File: config.mk
export PLATFORM = sky130hd
export DESIGN_NAME = uart_irq_ident
export DESIGN_NICKNAME = d
export VERILOG_FILES = /design/src/rtl/uirq_pkg.sv /design/src/rtl/uirq_edge_rise.sv /design/src/rtl/uirq_src_latch.sv /design/src/rtl/uirq_prio.sv /design/src/rtl/uart_irq_ident.sv
export SDC_FILE = /design/constraint.sdc
export NUM_CORES = 1
export LEC_CHECK = 0
export ABC_CLOCK_PERIOD_IN_PS = 4100
export CORE_UTILIZATION = 39
export DETAILED_ROUTE_END_ITERATION = 16
export GPL_TIMING_DRIVEN = 0
export PLACE_DENSITY = 0.81
export SLEW_MARGIN = 30
export SYNTH_ARGS = -nofsm -noshare
export SYNTH_HDL_FRONTEND = slang
export SYNTH_HIERARCHICAL = 1
export SYNTH_SLANG_ARGS = --single-unit
File: constraint.sdc
create_clock -name clk -period 4.1 [get_ports clk]
set_input_delay 1.23 -clock clk [delete_from_list [all_inputs] [get_ports clk]]
set_output_delay 1.23 -clock clk [all_outputs]
set_load 0.05 [all_outputs]
File: src/rtl/uirq_pkg.sv
package uirq_pkg;

    localparam int CODE_W   = 6;
    localparam int IER_W    = 6;
    localparam int NUM_SRC  = 8;
    localparam int NUM_FLOW = 2;

    // pending-flag indices, highest priority first
    localparam int IX_LS   = 0;
    localparam int IX_TO   = 1;
    localparam int IX_RD   = 2;
    localparam int IX_THR  = 3;
    localparam int IX_MS   = 4;
    localparam int IX_XOFF = 5;
    localparam int IX_SPEC = 6;
    localparam int IX_FLOW = 7;

    // enable bit positions
    localparam int EN_RX   = 0;
    localparam int EN_THR  = 1;
    localparam int EN_LS   = 2;
    localparam int EN_MS   = 3;
    localparam int EN_XS   = 4;
    localparam int EN_FLOW = 5;

    typedef enum logic [CODE_W-1:0] {
        CODE_NONE = 6'h01,
        CODE_LS   = 6'h06,
        CODE_TO   = 6'h0C,
        CODE_RD   = 6'h04,
        CODE_THR  = 6'h02,
        CODE_MS   = 6'h00,
        CODE_XS   = 6'h10,
        CODE_FLOW = 6'h20
    } iir_code_e;

    typedef logic [NUM_SRC-1:0] src_vec_t;

    function automatic src_vec_t expand_enables(input logic [IER_W-1:0] ier);
        src_vec_t v;
        v[IX_LS]   = ier[EN_LS];
        v[IX_TO]   = ier[EN_RX];
        v[IX_RD]   = ier[EN_RX];
        v[IX_THR]  = ier[EN_THR];
        v[IX_MS]   = ier[EN_MS];
        v[IX_XOFF] = ier[EN_XS];
        v[IX_SPEC] = ier[EN_XS];
        v[IX_FLOW] = ier[EN_FLOW];
        return v;
    endfunction

    function automatic iir_code_e rank_code(input src_vec_t p);
        if (p[IX_LS])                     return CODE_LS;
        else if (p[IX_TO])                return CODE_TO;
        else if (p[IX_RD])                return CODE_RD;
        else if (p[IX_THR])               return CODE_THR;
        else if (p[IX_MS])                return CODE_MS;
        else if (p[IX_XOFF] | p[IX_SPEC]) return CODE_XS;
        else if (p[IX_FLOW])              return CODE_FLOW;
        else                              return CODE_NONE;
    endfunction

endpackage

File: src/rtl/uirq_edge_rise.sv
module uirq_edge_rise #(
    parameter int N = 2
) (
    input  logic         clk,
    input  logic         rst,
    input  logic [N-1:0] pin_n,
    output logic [N-1:0] rise
);
    logic [N-1:0] prev;

    for (genvar i = 0; i < N; i++) begin : g_pin
        always_ff @(posedge clk) begin
            if (rst) prev[i] <= 1'b1;
            else     prev[i] <= pin_n[i];
        end
        assign rise[i] = pin_n[i] & ~prev[i];
    end
endmodule

File: src/rtl/uirq_src_latch.sv
module uirq_src_latch #(
    parameter int N = 8
) (
    input  logic         clk,
    input  logic         rst,
    input  logic [N-1:0] en,
    input  logic [N-1:0] set,
    input  logic [N-1:0] clr,
    output logic [N-1:0] q
);
    for (genvar i = 0; i < N; i++) begin : g_src
        always_ff @(posedge clk) begin
            if (rst) q[i] <= 1'b0;
            else     q[i] <= en[i] & (set[i] | (q[i] & ~clr[i]));
        end

        AST_SET_WINS: assert property (@(posedge clk) disable iff (rst)
            (en[i] && set[i]) |=> q[i]);
        AST_CLR_TAKES: assert property (@(posedge clk) disable iff (rst)
            (clr[i] && !set[i]) |=> !q[i]);
    end
endmodule

File: src/rtl/uirq_prio.sv
module uirq_prio
    import uirq_pkg::*;
(
    input  src_vec_t                pend,
    output logic                    irq,
    output logic [CODE_W-1:0]       code
);
    always_comb begin
        irq  = |pend;
        code = rank_code(pend);
    end
endmodule

File: src/rtl/uart_irq_ident.sv
module uart_irq_ident
    import uirq_pkg::*;
(
    input  logic              clk,
    input  logic              rst,
    input  logic [5:0]        ier_i,
    input  logic              line_err_i,
    input  logic              overrun_evt_i,
    input  logic              rx_timeout_evt_i,
    input  logic              rx_avail_i,
    input  logic              thr_empty_evt_i,
    input  logic              modem_evt_i,
    input  logic              xoff_evt_i,
    input  logic              xon_evt_i,
    input  logic              special_evt_i,
    input  logic              cts_n_i,
    input  logic              rts_n_i,
    input  logic              iir_rd_i,
    input  logic              lsr_rd_i,
    input  logic              msr_rd_i,
    input  logic              rhr_rd_i,
    input  logic              thr_wr_i,
    output logic              irq_o,
    output logic [5:0]        iir_code_o
);
    logic [NUM_FLOW-1:0] flow_rise;
    src_vec_t            en_vec, src_set, src_clr, src_q, pend_g;

    uirq_edge_rise #(.N(NUM_FLOW)) u_edge (
        .clk   (clk),
        .rst   (rst),
        .pin_n ({rts_n_i, cts_n_i}),
        .rise  (flow_rise)
    );

    always_comb begin
        en_vec = expand_enables(ier_i);

        src_set            = '0;
        src_set[IX_LS]     = overrun_evt_i | line_err_i;
        src_set[IX_TO]     = rx_timeout_evt_i;
        src_set[IX_RD]     = rx_avail_i;
        src_set[IX_THR]    = thr_empty_evt_i;
        src_set[IX_MS]     = modem_evt_i;
        src_set[IX_XOFF]   = xoff_evt_i;
        src_set[IX_SPEC]   = special_evt_i;
        src_set[IX_FLOW]   = |flow_rise;

        // code is sampled at the read: only the reported source clears
        src_clr            = '0;
        src_clr[IX_LS]     = lsr_rd_i;
        src_clr[IX_TO]     = rhr_rd_i;
        src_clr[IX_RD]     = rhr_rd_i;
        src_clr[IX_THR]    = thr_wr_i | (iir_rd_i && iir_code_o == CODE_THR);
        src_clr[IX_MS]     = msr_rd_i;
        src_clr[IX_XOFF]   = xon_evt_i;
        src_clr[IX_SPEC]   = lsr_rd_i;
        src_clr[IX_FLOW]   = iir_rd_i && iir_code_o == CODE_FLOW;
    end

    uirq_src_latch #(.N(NUM_SRC)) u_latch (
        .clk (clk),
        .rst (rst),
        .en  (en_vec),
        .set (src_set),
        .clr (src_clr),
        .q   (src_q)
    );

    assign pend_g = src_q & en_vec;

    uirq_prio u_prio (
        .pend (pend_g),
        .irq  (irq_o),
        .code (iir_code_o)
    );

    AST_IDLE_CODE: assert property (@(posedge clk) disable iff (rst)
        !irq_o |-> iir_code_o == CODE_NONE);
    AST_TO_BEFORE_RD: assert property (@(posedge clk) disable iff (rst)
        pend_g[IX_TO] |-> iir_code_o != CODE_RD);
    AST_QUIET_WHEN_OFF: assert property (@(posedge clk) disable iff (rst)
        (ier_i == '0) |=> !irq_o);
    AST_THR_WR_CLR: assert property (@(posedge clk) disable iff (rst)
        (thr_wr_i && !thr_empty_evt_i) |=> !src_q[IX_THR]);
    AST_MS_CLR: assert property (@(posedge clk) disable iff (rst)
        (msr_rd_i && !modem_evt_i) |=> !src_q[IX_MS]);
    AST_FLOW_CLR: assert property (@(posedge clk) disable iff (rst)
        (iir_rd_i && iir_code_o == CODE_FLOW && flow_rise == '0)
            |=> !src_q[IX_FLOW]);
    AST_XOFF_HOLD: assert property (@(posedge clk) disable iff (rst)
        (src_q[IX_XOFF] && !xon_evt_i && ier_i[EN_XS]) |=> src_q[IX_XOFF]);
    AST_RHR_CLR: assert property (@(posedge clk) disable iff (rst)
        (rhr_rd_i && !rx_timeout_evt_i) |=> !src_q[IX_TO]);
    AST_LS_LEVEL: assert property (@(posedge clk) disable iff (rst)
        (line_err_i && ier_i[EN_LS]) |=> src_q[IX_LS]);
endmodule

**Word-level counts from Yosys, hierarchy flattened**

Cells that the tools add are included.

- Register bits after elaboration: 10
- Input port bits: 24

- Eq/ne operators: 2
- Mux-type cells: 7
- Bitwise operators: 38
- Reductions and logical operators: 4

Operator list:

| kind | number |
|---|---|
| 2-to-1 mux 6 bit | 7 |
| AND 1 bit | 18 |
| OR 1 bit | 11 |
| AND 8 bit | 1 |
| inverter 1 bit | 8 |
| OR reduction 8 bit | 1 |
| == test 6 x 2 -> 1 bit, second input constant | 1 |
| == test 6 bit, second input constant | 1 |
| logical AND 1 bit | 2 |
| OR reduction 2 bit | 1 |

**Logic depth before layout (Yosys ltp)**

- Depth in word-level cells: 15
- Depth in mapped cells: 7

**Cells and area by module**

The synthesis kept the hierarchy.

Modules (own cells, without submodules):

| module | instances | cells each | area an instance (um^2) |
|---|---|---|---|
| uirq_src_latch | 1 | 25 | 294.0 |
| uart_irq_ident | 1 | 15 | 102.6 |
| uirq_prio | 1 | 12 | 93.8 |
| uirq_edge_rise | 1 | 6 | 65.1 |

**Worst setup path before layout**

No wires, ideal clock.

- Kind: in2out
- Start point: input ier_i[2]
- End point: output iir_code_o[4]
- Data arrival time: 2.566 ns
- Setup slack: 0.304 ns
- Stages on the path: 3
- Buffers on the path: 0
- Path through: and2_1 or3_4 nor4_4

- Word-level cells in the longest chain between the ends: 2

Ends and longest elaborated chain:

| what | line | source |
|---|---|---|
| start: declaration | uart_irq_ident.sv:6 | `input logic [5:0] ier_i,` |
| AND 8 bit | uart_irq_ident.sv:70 | `assign pend_g = src_q & en_vec;` |
| 2-to-1 mux 6 bit | uirq_pkg.sv:53 | `if (p[IX_LS]) return CODE_LS;` |
| end: declaration | uart_irq_ident.sv:24 | `output logic [5:0] iir_code_o` |

No other way between the ends.

**Worst setup path in the final report**

- Start point: input ier_i[0]
- End point: output iir_code_o[4]

- Word-level cells in the longest chain between the ends: 4

Ends and longest elaborated chain:

| what | line | source |
|---|---|---|
| AND 8 bit | uart_irq_ident.sv:70 |  |
| named net pend_g[2] | uart_irq_ident.sv:27 | `src_vec_t en_vec, src_set, src_clr, src_q, pend_g;` |
| 2-to-1 mux 6 bit | uirq_pkg.sv:55 | `else if (p[IX_RD]) return CODE_RD;` |
| 2-to-1 mux 6 bit | uirq_pkg.sv:54 | `else if (p[IX_TO]) return CODE_TO;` |
| 2-to-1 mux 6 bit | uirq_pkg.sv:53 |  |

The timed path passes the listed nets, and every way through them passes these cells.

==> impl_metrics.json <==
{
  "holdWs_ns": 0.599,
  "fmax_mhz": 249,
  "cpPeakStageDelay_ns": 0.45,
  "synth_area_leaders": "dfxtp_1, o211a_1, nor2b_1",
  "grt.total_usage_pct": 18.9,
  "wire_per_inst_um": 11.1,
  "tightest_slew_ns": 0.494,
  "cap_violations": 0,
  "drc_errors": 0,
  "cts_root_buffer": "clkbuf_4",
  "cp.arrival_ns": 2.79,
  "htreeDepth": 1,
  "slew_viol_final": 0,
  "slew-limit-headroom_pct": 67.2,
  "core_area_um2": 1320,
  "path_max_fanout": 4,
  "synth_seq_cells": 10,
  "grt_pass1_wl_um": 1880,
  "ant_nets": 0,
  "worstSetupPathType": "in2out",
  "num_io_pins": 31,
  "first_global_vias": 495,
  "area_growth_syn_to_layout_pct": 61.0,
  "synthArstFlopShare_pct": 0,
  "yosys_most_used_dff": "dfxtp_1",
  "fill_cells": 117,
  "cts_buffers": 3,
  "synthDistinctLibCells": 19,
  "crit_buf_inv": 2,
  "yosysTopAreaCell": "dfxtp_1",
  "setup_violations": 0,
  "die-area_um2": 1580,
  "yosysSeqAreaShare_pct": 36.0,
  "period_needed_ns": 4.02,
  "placed_cells": 103,
  "gp_congestion": 0.725,
  "finalWirelength_um": 1180,
  "postCtsSetupBuffers": 0,
  "cts_buffer_depth": 2,
  "die-width_um": 39.7,
  "cts_sinks": 10,
  "min_period_over_period_pct": 98.1,
  "clkSlewWorstSetupHoldPaths_ns": 0.06,
  "status": "complete, no violations",
  "cp_top_family": "simple AND/OR/NAND/NOR gates",
  "grt_overflow": 0,
  "nNetsFinal": 117,
  "start_util_pct": 42.2,
  "critical_path.slowest_cell": "clkdlybuf4s50_1",
  "numPortBuffers": 30,
  "synth_top_area_share_pct": 36.0,
  "hold_viol_final": 0,
  "synth.cell_area_um2": 556,
  "n_antenna_cell": 0,
  "antenna_found_initial": 0,
  "path_cells": "clkdlybuf4s50_1 -> and2_1 -> or3_4 -> nor4_4 -> buf_6",
  "drtPass1Iterations": 4,
  "synth.net_count": 82,
  "yosys-top-cells-count": "dfxtp_1, nor2b_1, and2_1",
  "die_height_um": 39.7,
  "cts_hold_buffers": 0,
  "syn_area_per_cell_um2": 9.58,
  "irDropWorstVdd_mv": 0.157,
  "grt_max_degree": 9,
  "syn_inst": 58,
  "synth-edff-count": 0,
  "start_kind": "input pin",
  "hold_path_class": "reg2reg",
  "drtIter0Drc": 13,
  "power.density_nw_per_um2": 271,
  "vias_per_cell": 5.03,
  "cts_tree": "done",
  "fin_skew_ns": 0.00522,
  "vias": 533,
  "drive_above_1_share_pct": 16.5,
  "num_rows": 13,
  "clk_latency_ns": 0.26,
  "final_cells": 106,
  "leakagePower_nw": 0.449,
  "ys_warn_count": 6,
  "endpoint_kind": "output pin",
  "dp_hpwl_um": 957,
  "critPathRequiredTime_ns": 2.87,
  "rsz0062_at_grt": "false"
}
## kinds of logic (layout without fill, tap and decap cells)
kind of cell    count (synthesis)  in the layout  share of synthesized area (%)
flops                          10             10                           36.0
buf+inv                         1             34                          0.675
compound gates                 10             10                           17.3
simple gates                   37             37                           45.9
## sequential cells by signal, indices dropped and copies added, names as in the netlist
name / flops
u_latch/q: 8
u_edge/prev: 2
## placed cells by master (no fill, tap or decap)
cell type        count
nor3_2               1
inv_2                1
nor4_1               1
clkdlybuf4s50_1     23
a21o_1               1
and2_1               9
nor2b_1             10
nor4bb_1             1
clkdlybuf4s18_2      1
and2b_2              1
clkbuf_4             3
or3_4                1
dlygate4sd2_1        4
or2_1                2
and4_1               1
buf_2                1
nor2_1               4
or2_2                2
a21o_2               1
o211a_1              8
dfxtp_1             10
and4b_1              1
nor4_4               1
nand2_1              1
nor4_2               1
buf_6                1
## final cells by class
| class | count | area, um2 | share of cell area [%] |
|---|---|---|---|
| multi-input combinational | 47 | 358 | 40.0 |
| clock buffer | 3 | 22.5 | 2.52 |
| tap | 15 | 18.8 | 2.10 |
| inverter | 1 | 3.75 | 0.420 |
| sequential | 10 | 200 | 22.4 |
| timing repair buffer | 30 | 292 | 32.6 |
## routing by layer
layer	wire [um]	vias to the layer above	GRT usage (%)
met3	83	4	5.11
met1	511	232	20.2
met5	0	-	0
li1	-	273	-
met2	559	24	31.6
met4	21	0	12.9
## worst paths after layout
path                                start                      end  slack (ns)  cells after the start
hold reg to reg   u_latch/q[0]$_SDFF_PP0_  u_latch/q[0]$_SDFF_PP0_        0.60                      2
setup / recovery                 ier_i[0]            iir_code_o[4]        0.08                      5
setup reg to reg  u_latch/q[0]$_SDFF_PP0_  u_latch/q[3]$_SDFF_PP0_        2.26                      7
hold / removal    u_latch/q[0]$_SDFF_PP0_  u_latch/q[0]$_SDFF_PP0_        0.60                      2
## worst register-to-register path, delay by kind of cell (launching register included)
family | cells | cell delay, ns
AO/OA/AOI/OAI | 2 | 0.33
flip-flops | 1 | 0.30
AND/OR/NAND/NOR | 5 | 1.15
## power breakdown
group          switching, W  internal (W)   total, W
Combinational     0.0000367     0.0000384  0.0000751
Clock             0.0000299     0.0000337  0.0000637
Sequential       0.00000152      0.000102   0.000103
Total             0.0000682      0.000174   0.000242
## metrics by stage
step	util, %	setup slack [ns]	total power, W	area, um2	setup TNS, ns
final	67.9	0.0773	0.000242	895	0
after detailed placement	66.4	-0.547	0.000183	875	-1.95
after floorplan	-	0.304	0.000146	556	0
after global placement	66.4	-0.529	0.000182	875	-1.95
after CTS	67.1	0.00421	0.000245	885	0
after global routing	67.9	0.0175	0.000259	895	0
## what timing repair did
item | 4_1_cts | 5_1_grt
resized for setup | 19 | 2
cloned | 0 | 0
endpoints found under the setup margin | 7 | 3
hold endpoints to repair | 0 | 0
Power figures use the tool's default switching activity.
